===== config.mk =====
export PLATFORM = sky130hd
export DESIGN_NAME = exdvc_alloc
export DESIGN_NICKNAME = d
export VERILOG_FILES = /design/src/rtl/exdvc_pkg.sv /design/src/rtl/exdvc_hold_reg.sv /design/src/rtl/exdvc_rr_ptr.sv /design/src/rtl/exdvc_alloc.sv
export SDC_FILE = /design/constraint.sdc
export NUM_CORES = 1
export LEC_CHECK = 0
export BUFFER_PORTS_ARGS = -buffer_cell sky130_fd_sc_hd__buf_2
export CORE_MARGIN = 2
export CORE_UTILIZATION = 45
export CTS_CLUSTER_SIZE = 28
export DETAILED_ROUTE_END_ITERATION = 12
export GPL_ROUTABILITY_DRIVEN = 0
export GPL_TIMING_DRIVEN = 0
export PLACE_DENSITY = 0.64
export SLEW_MARGIN = 20
export SYNTH_ARGS = -nofsm -noshare
export SYNTH_HDL_FRONTEND = slang
export SYNTH_SLANG_ARGS = --single-unit
export TNS_END_PERCENT = 20

===== constraint.sdc =====
create_clock -name clk -period 18.1 [get_ports clk]
set_input_delay 1.81 -clock clk [delete_from_list [all_inputs] [get_ports clk]]
set_output_delay 1.81 -clock clk [all_outputs]
set_load 0.02 [all_outputs]

===== src/rtl/exdvc_pkg.sv =====
package exdvc_pkg;
  // Wrap an index into the range [0, n).
  function automatic int unsigned wrap_idx(input int unsigned a, input int unsigned n);
    return (a >= n) ? (a - n) : a;
  endfunction
endpackage


===== src/rtl/exdvc_hold_reg.sv =====
module exdvc_hold_reg #(
  parameter int VCW = 2
) (
  input  logic           clk,
  input  logic           rst_n,
  input  logic           set,
  input  logic [VCW-1:0] set_vc,
  input  logic           clr,
  output logic           valid,
  output logic [VCW-1:0] vc
);
  always_ff @(posedge clk) begin
    if (!rst_n) begin
      valid <= 1'b0;
      vc    <= '0;
    end else if (clr) begin
      valid <= 1'b0;
    end else if (set) begin
      valid <= 1'b1;
      vc    <= set_vc;
    end
  end
endmodule


===== src/rtl/exdvc_rr_ptr.sv =====
module exdvc_rr_ptr #(
  parameter int N_IN = 4,
  parameter int IW   = 2
) (
  input  logic          clk,
  input  logic          rst_n,
  input  logic          adv,
  input  logic [IW-1:0] served,
  output logic [IW-1:0] ptr
);
  logic [IW-1:0] nxt;
  assign nxt = (int'(served) == N_IN - 1) ? '0 : served + IW'(1);

  always_ff @(posedge clk) begin
    if (!rst_n)   ptr <= '0;
    else if (adv) ptr <= nxt;
  end
endmodule


===== src/rtl/exdvc_alloc.sv =====
module exdvc_alloc #(
  parameter int N_IN   = 4,
  parameter int N_VC   = 4,
  parameter int FLOW_W = 4,
  localparam int VCW   = (N_VC > 1) ? $clog2(N_VC) : 1,
  localparam int IW    = (N_IN > 1) ? $clog2(N_IN) : 1
) (
  input  logic                   clk,
  input  logic                   rst_n,
  input  logic [N_IN-1:0]        req_valid,
  input  logic [N_IN*FLOW_W-1:0] req_flow,
  input  logic [N_IN-1:0]        lk_hit,
  input  logic [N_IN*VCW-1:0]    lk_vc,
  input  logic                   tbl_full,
  input  logic [N_VC-1:0]        vc_credit_ok,
  input  logic [N_IN-1:0]        fwd_valid,
  input  logic [N_IN-1:0]        fwd_tail,
  output logic [N_IN-1:0]        req_ready,
  output logic [N_IN*VCW-1:0]    gnt_vc,
  output logic [N_IN-1:0]        hold_valid,
  output logic [N_IN*VCW-1:0]    hold_vc
);
  import exdvc_pkg::*;

  logic [IW-1:0]   ptr;
  logic [VCW-1:0]  hvc   [N_IN];
  logic [VCW-1:0]  gvc   [N_IN];
  logic [N_VC-1:0] busy, avail;
  logic            any_win;
  logic [IW-1:0]   first_pos;

  // Cached per-input assignments.
  for (genvar i = 0; i < N_IN; i++) begin : g_hold
    exdvc_hold_reg #(.VCW(VCW)) u_hold (
      .clk    (clk),
      .rst_n  (rst_n),
      .set    (req_ready[i]),
      .set_vc (gvc[i]),
      .clr    (hold_valid[i] & fwd_valid[i] & fwd_tail[i]),
      .valid  (hold_valid[i]),
      .vc     (hvc[i])
    );
    assign hold_vc[i*VCW +: VCW] = hvc[i];
    assign gnt_vc[i*VCW +: VCW]  = gvc[i];
  end

  // A VC held by any input wormhole is not available.
  always_comb begin
    busy = '0;
    for (int i = 0; i < N_IN; i++)
      if (hold_valid[i]) busy[hvc[i]] = 1'b1;
  end
  assign avail = vc_credit_ok & ~busy;

  // Serve inputs in rotated order. For each one the free search and the
  // owned-VC check run side by side, and a final mux picks the result.
  always_comb begin
    logic [N_VC-1:0] claimed;
    logic [N_IN-1:0] won;
    int unsigned     pos;
    logic            clash, free_ok, own_ok, ok;
    logic [VCW-1:0]  free_vc, own_vc, pick;
    claimed   = '0;
    won       = '0;
    req_ready = '0;
    any_win   = 1'b0;
    first_pos = '0;
    for (int i = 0; i < N_IN; i++) gvc[i] = '0;
    for (int k = 0; k < N_IN; k++) begin
      pos   = wrap_idx(int'(ptr) + k, N_IN);
      clash = 1'b0;
      for (int j = 0; j < N_IN; j++)
        if (won[j] && req_flow[j*FLOW_W +: FLOW_W] == req_flow[pos*FLOW_W +: FLOW_W])
          clash = 1'b1;
      free_ok = 1'b0;
      free_vc = '0;
      for (int v = N_VC - 1; v >= 0; v--)
        if (avail[v] && !claimed[v]) begin
          free_ok = 1'b1;
          free_vc = VCW'(v);
        end
      own_vc = lk_vc[pos*VCW +: VCW];
      own_ok = avail[own_vc] && !claimed[own_vc];
      ok     = lk_hit[pos] ? own_ok : (free_ok && !tbl_full);
      pick   = lk_hit[pos] ? own_vc : free_vc;
      if (req_valid[pos] && !hold_valid[pos] && !clash && ok) begin
        req_ready[pos] = 1'b1;
        won[pos]       = 1'b1;
        gvc[pos]       = pick;
        claimed[pick]  = 1'b1;
        if (!any_win) begin
          any_win   = 1'b1;
          first_pos = IW'(pos);
        end
      end
    end
  end

  exdvc_rr_ptr #(.N_IN(N_IN), .IW(IW)) u_ptr (
    .clk    (clk),
    .rst_n  (rst_n),
    .adv    (any_win),
    .served (first_pos),
    .ptr    (ptr)
  );
endmodule


==> results_dict.tcl, run 1 <==
set metrics [dict create \
    cp-startpoint "u_ptr.ptr[0]" \
    clkLatencyLatePin_ns 0.25 \
    critPathTopFamily "compound AO/OA/AOI/OAI gates" \
    ys_types 97 \
    first_iter_violations 535 \
    portBuffers 56 \
    grt_pass1_wl_um 27000 \
    crit_buf_inv 7 \
    min_from "g_hold[3].u_hold.valid" \
    required_ns 16.29 \
    yosysWarnings 0 \
    p_sw_w 0.000591 \
    synth_seq_area_share_pct 5.79 \
    p_leak_nw 2.02 \
    hpwl_um 13500 \
    crit_chain "buf_6, buf_4, clkinv_1, ha_1, buf_2, inv_1, o311ai_0, a211oi_1, o221a_1, o31ai_2, o311ai_4, or2_1, o21ai_2, a31oi_1, nor2_2, o211ai_1, o2111a_1, a21oi_2, buf_6, nand2_2, mux2_4, buf_2" \
    die_height_um 108 \
    timing.hold.ws_ns 0.617 \
    fin_nets 755 \
    pwr-share-clk_pct 3.2 \
    drtAntennaViolNets 0 \
    outcome "completed" \
    postCtsSetupBuffers 0 \
    synth_edf_count 0 \
    clock-sinks 14 \
    ctsResizeCount 0 \
    p_total_w 0.000988 \
    synth-async-reset-ratio_pct 0 \
    antenna_found_initial 0 \
    relSlewSlack_pct 31.8 \
    p_seq_share_pct 6.4 \
    drv_slew 0 \
    drive_gt1_share_pct 23.1 \
    grt_usage_pct 28.9 \
    crit_arrival_ns 7.23 \
    fin_worst_skew_ns 0.0152 \
    slowest_delay_ns 0.60 \
    drt-total-wl_um 17400 \
    instances_no_fill 834 \
    synth_seq_cells 14 \
    netlist_instances 638 \
    antenna_cells 0 \
    timing.setup.tns_ns 0 \
    start_util_pct 46.7 \
    h-tree-depth 1 \
    fin_crit_sh_pct 50.0 \
    path_class "reg -> out" \
    tritoncts.num_buffers 3 \
    num_vias 5514 \
    hp-class "reg -> reg" \
    drv_cap 0 \
    grt_setup_unrepaired "no" \
    die-area_um2 11600 \
    clockBufferDepth 2 \
    dpl.cell_count 830 \
    crit_path_end_kind "output port" \
    max_freq_mhz 111 \
    syn-num-nets 694 \
    hold_viol 0 \
    core-area_um2 10400 \
    wl_per_cell_um 20.8 \
    synthFlopType "dfxtp_1" \
    drc 0 \
    first_pass_iters 5 \
    avgSynthCellArea_um2 7.59 \
    crit_fanout 11 \
    grt_start_max_net_pins 13 \
    grt_overflow 0 \
    root_buffer "clkbuf_8" \
    viasPerCell 6.61 \
    cts_tree "done" \
    peakVddDrop_uv 92.8 \
    min_period_ns 9.04 \
    mostFrequentLayoutCells "buf_2, nand2_1, nor2_1" \
    combPwrFrac_pct 90.4 \
    final_common_cell "buf_2" \
    critPathLaunchType "register" \
    p_sw_share_pct 59.8 \
    pin_count 71 \
    worst_pin_slew_ns 1.02 \
    grt_pass1_vias 5053 \
    clk_pin_slew_ns 0.07 \
    area_growth_pct 10.4 \
    rows 37 \
    r2r-start "u_ptr.ptr[0]" \
    critPathSlowestCell "ha_1" \
    fp.dieW_um 108 \
    p_int_w 0.000397 \
    setup_viol 0 \
    powerDensity_nw_per_um2 185 \
    synth_area_um2 4840 \
    hold_buffers 0 \
]
==> cells by family (layout without fill, tap and decap cells) <==
group / count (synthesis) / count (layout) / share of synthesized area (%)
AOI/OAI and AO/OA: 198 / 198 / 32.5
and+or+nand+nor: 228 / 228 / 25.0
adders and majority gates: 9 / 9 / 2.33
xor gates and xnor gates: 58 / 58 / 10.5
DFF: 14 / 14 / 5.79
muxes: 55 / 55 / 16.1
buffers and inverters: 76 / 136 / 7.83
==> final timing paths <==
check | end | slack [ns] | cells after the start
setup / recovery | gnt_vc[4] | 9.06 | 22
hold / removal | g_hold[3].u_hold.valid | 0.62 | 2
setup reg to reg | g_hold[3].u_hold.vc[0] | 11.03 | 20
hold reg to reg | g_hold[3].u_hold.valid | 0.62 | 2
==> worst register-to-register path: stages, from the launching register on <==
cell and delay (ns):
dfxtp_1 0.49, buf_6 0.23, buf_4 0.23, clkinv_1 0.39
ha_1 0.60, buf_2 0.32, inv_1 0.23, o311ai_0 0.43
a211oi_1 0.11, o221a_1 0.25, o31ai_2 0.40, o311ai_4 0.29
or2_1 0.40, o21ai_2 0.38, a31oi_1 0.22, nor2_2 0.39
o211ai_1 0.22, o2111ai_1 0.46, o21ai_2 0.22, or4_1 0.54
o2111a_1 0.15
==> sequential cells by signal (all words and copies together), names as in the netlist <==
signal	count
g_hold.u_hold.vc	8
g_hold.u_hold.valid	4
u_ptr.ptr	2
==> layer usage <==
metal | vias to the layer above | GRT usage, % | part of all wire [%]
li1 | 2560 | - | -
met2 | 227 | 47.7 | 47
met4 | 0 | 7.69 | 2.3
met3 | 28 | 1.88 | 5.6
met5 | - | 0 | 0
met1 | 2699 | 40.7 | 45
==> layout make-up <==
| type | count | area (µm²) |
|---|---|---|
| sequential | 14 | 280 |
| timing repair buffer | 56 | 280 |
| clock buffer | 4 | 55.1 |
| multi-input combinational | 548 | 4180 |
| inverter | 23 | 86.3 |
| tap | 136 | 170 |
| fill | 1053 | 5020 |
| buffer | 53 | 293 |
==> Yosys cell counts, drive strengths merged, types with 4 or more instances <==
cell     instances  area [µm²]
nand2           61         239
nor2            44         170
xnor2           40         350
o21ai           35         183
a21oi           33         176
buf             32         213
nand3           25         125
mux2i           24         244
inv             22        82.6
clkbuf          21        80.1
xor2            18         158
mux4            16         360
mux2            15         176
dfxtp           14         280
nand4           12        75.1
o21a            11        90.1
a31oi           10        77.6
and3            10        62.6
nor3            10        55.1
nor4            10        68.8
o31ai           10        93.8
ha               9         113
nor3b            9        72.6
o211ai           9        67.6
o22ai            9        68.8
and2             8        55.1
nand3b           8        60.1
o2111a           8        90.1
a211o            7        61.3
a211oi           6        50.1
nand2b           6        37.5
or2              6        37.5
a22oi            5        37.5
a41oi            5        58.8
a21boi           4        30.0
a21o             4        30.0
o2111ai          4        41.3
o311ai           4        52.6
or3              4        25.0
==> stage by stage <==
| stage | instance area [µm²] | utilization, % | setup slack (ns) |
|---|---|---|---|
| after floorplan | 4840 | - | 10.41 |
| after global placement | 5290 | 51.0 | 9.55 |
| after detailed placement | 5290 | 51.0 | 9.50 |
| after CTS | 5350 | 51.6 | 9.21 |
| after global routing | 5350 | 51.6 | 8.72 |
| final | 5350 | 51.6 | 9.06 |
==> power by group through the flow <==
stage	clock, W	combinational (W)	sequential (W)
floorplan	0	0.000658	0.0000612
finish	0.0000319	0.000893	0.0000629
CTS	0.0000317	0.000871	0.0000621
detailed placement	0	0.000866	0.0000628
global placement	0	0.000850	0.0000624
global route	0.0000334	0.000951	0.0000643
Note: power is estimated with default switching activity, not from simulation.
==> inputs of run 2 (changes only) <==
- ABC_AREA: unset -> 1
- PLACE_DENSITY: 0.64 -> 0.65
- clock period: 18.1 -> 8.5 ns (I/O delays scaled with it)
==> results_dict.tcl, run 2 <==
set metrics [dict create \
    outcome "completed" \
    top_register "g_hold.u_hold.vc" \
    instances_no_fill 913 \
    max_freq_mhz 151 \
    clockBufferDepth 2 \
    grt_start_max_net_pins 14 \
    peakVddDrop_uv 234 \
    grt_util_met3_pct 1.84 \
    rows 34 \
    synth_area_um2 4060 \
    grt_pass1_wl_um 21500 \
    clkLatencyLatePin_ns 0.25 \
    crit_path_end_kind "output port" \
    grt_usage_pct 26.9 \
    top_usage_layer "met2" \
    die-area_um2 9790 \
    grt_overflow 0 \
    worstRegToRegCells 33 \
    powerDensity_nw_per_um2 473 \
    synth_edf_count 0 \
    postCtsSetupBuffers 0 \
    synth_seq_area_share_pct 6.91 \
    relSlewSlack_pct 42.4 \
    synth.area.top_cells "nand2_1, xor2_1, nand3_1" \
    root_buffer "clkbuf_8" \
    crit_fanout 13 \
    whs_path_depth 2 \
    hold_buffers 0 \
    cts_tree "done" \
    num_vias 4939 \
    antenna_cells 0 \
    use_met2_pct 45.7 \
    final_common_cell "nand2_1" \
    viasPerCell 5.41 \
    drt-total-wl_um 13500 \
    clk_pin_slew_ns 0.06 \
    cp-startpoint "u_ptr.ptr[0]" \
    required_ns 7.65 \
    first_iter_violations 316 \
    fp.dieW_um 98.9 \
    largest_register_ffs 8 \
    hpwl_um 11400 \
    r2r-start "u_ptr.ptr[0]" \
    cpMostUsedCell "nand2_1" \
    area_growth_pct 13.0 \
    final_area_um2 4580 \
    ys_types 48 \
    antenna_found_initial 0 \
    die_height_um 98.9 \
    fin_worst_skew_ns 0.00329 \
    timing.setup.tns_ns 0 \
    fin_crit_sh_pct 78.1 \
    ctsResizeCount 0 \
    start_util_pct 46.5 \
    setup_viol 0 \
    timing.hold.ws_ns 0.576 \
    hp-class "reg -> reg" \
    critPathSlowestCell "dfxtp_1" \
    netlist_instances 732 \
    synth-async-reset-ratio_pct 0 \
    synth_seq_cells 14 \
    drv_cap 0 \
    reg_top3 "g_hold.u_hold.vc x8, g_hold.u_hold.valid x4, u_ptr.ptr x2" \
    synthTopCellsByCount "nand2_1, inv_1, nor2_1, nand3_1, xor2_1" \
    yosysWarnings 0 \
    drv_slew 0 \
    h-tree-depth 1 \
    slowest_delay_ns 0.65 \
    use_met1_pct 34.9 \
    pin_count 71 \
    wl_per_cell_um 14.8 \
    p_leak_nw 2.51 \
    grt_setup_unrepaired "no" \
    hold_viol 0 \
    crit_arrival_ns 5.79 \
    synth_most_common_cell "nand2_1" \
    tritoncts.num_buffers 3 \
    worst_pin_slew_ns 0.858 \
    min_period_ns 6.64 \
    synth.top_cell.area_share_pct 17.9 \
    clock-sinks 14 \
    path_class "reg -> out" \
    dpl.cell_count 910 \
    placed_area_um2 4540 \
    drtAntennaViolNets 0 \
    critPathLaunchType "register" \
    core-area_um2 8720 \
    first_pass_iters 5 \
    mostFrequentLayoutCells "nand2_1, inv_1, nor2_1" \
    fin_nets 863 \
    synthFlopType "dfxtp_1" \
    grt_pass1_vias 4502 \
    drive_gt1_share_pct 20.9 \
    avgSynthCellArea_um2 5.54 \
    portBuffers 70 \
    synth_top_area_cell "nand2_1" \
    syn-num-nets 788 \
    drc 0 \
    min_from "g_hold[1].u_hold.vc[0]" \
]
## run 2: critical path: cells and delay by family, from the launching register on
| kind | cells | cell delay [ns] |
|---|---|---|
| AOI/OAI and AO/OA | 1 | 0.18 |
| xor gates and xnor gates | 1 | 0.18 |
| adders and majority gates | 1 | 0.37 |
| buffers and inverters | 9 | 1.70 |
| DFF | 1 | 0.65 |
| and+or+nand+nor | 21 | 2.45 |
## run 2: report_power, final
part | switching [W] | internal, W
registers | 0.0000318 | 0.0000864
clock network | 0.0000243 | 0.0000314
logic | 0.00135 | 0.000640
## run 2: path summary, 6_finish.rpt
| check | to | slack, ns |
|---|---|---|
| hold reg to reg | g_hold[1].u_hold.vc[0] | 0.58 |
| setup reg to reg | g_hold[1].u_hold.vc[0] | 2.92 |
| setup / recovery | gnt_vc[3] | 1.86 |
| hold / removal | g_hold[1].u_hold.vc[0] | 0.58 |
## run 2: through the flow
stage          utilization, %  power [W]  setup WS, ns
3_3_place_gp             52.1    0.00205          2.32
6_report                 52.6    0.00217          1.86
5_1_grt                  52.6    0.00238          1.36
3_5_place_dp             52.1    0.00208          2.22
2_1_floorplan               -    0.00163          3.31
4_1_cts                  52.6    0.00214          1.94
## run 2: cells by family (layout without fill, tap and decap cells)
group	Yosys count	after routing	share of synthesized area (%)
AND/OR/NAND/NOR	416	416	48.9
AO/OA/AOI/OAI	116	116	16.9
adder cells (fa/ha/maj)	9	9	2.78
buffers and inverters	128	201	13.9
flip-flops	14	14	6.91
multiplexers	2	2	0.524
XOR/XNOR	47	47	10.1
## run 2: area by class of cell
| type | instances | area [µm²] |
|---|---|---|
| Tap cell | 108 | 135 |
| Buffer | 23 | 161 |
| Fill cell | 929 | 4140 |
| Clock buffer | 3 | 41.3 |
| Sequential cell | 14 | 280 |
| Multi-Input combinational cell | 590 | 3210 |
| Inverter | 105 | 402 |
| Timing Repair Buffer | 70 | 350 |
## run 2: metal layers
metal  share of wire [%]  wire (µm)
met5                   0          0
met4                 4.6        622
met3                 6.1        826
met2                  47       6360
met1                  42       5740
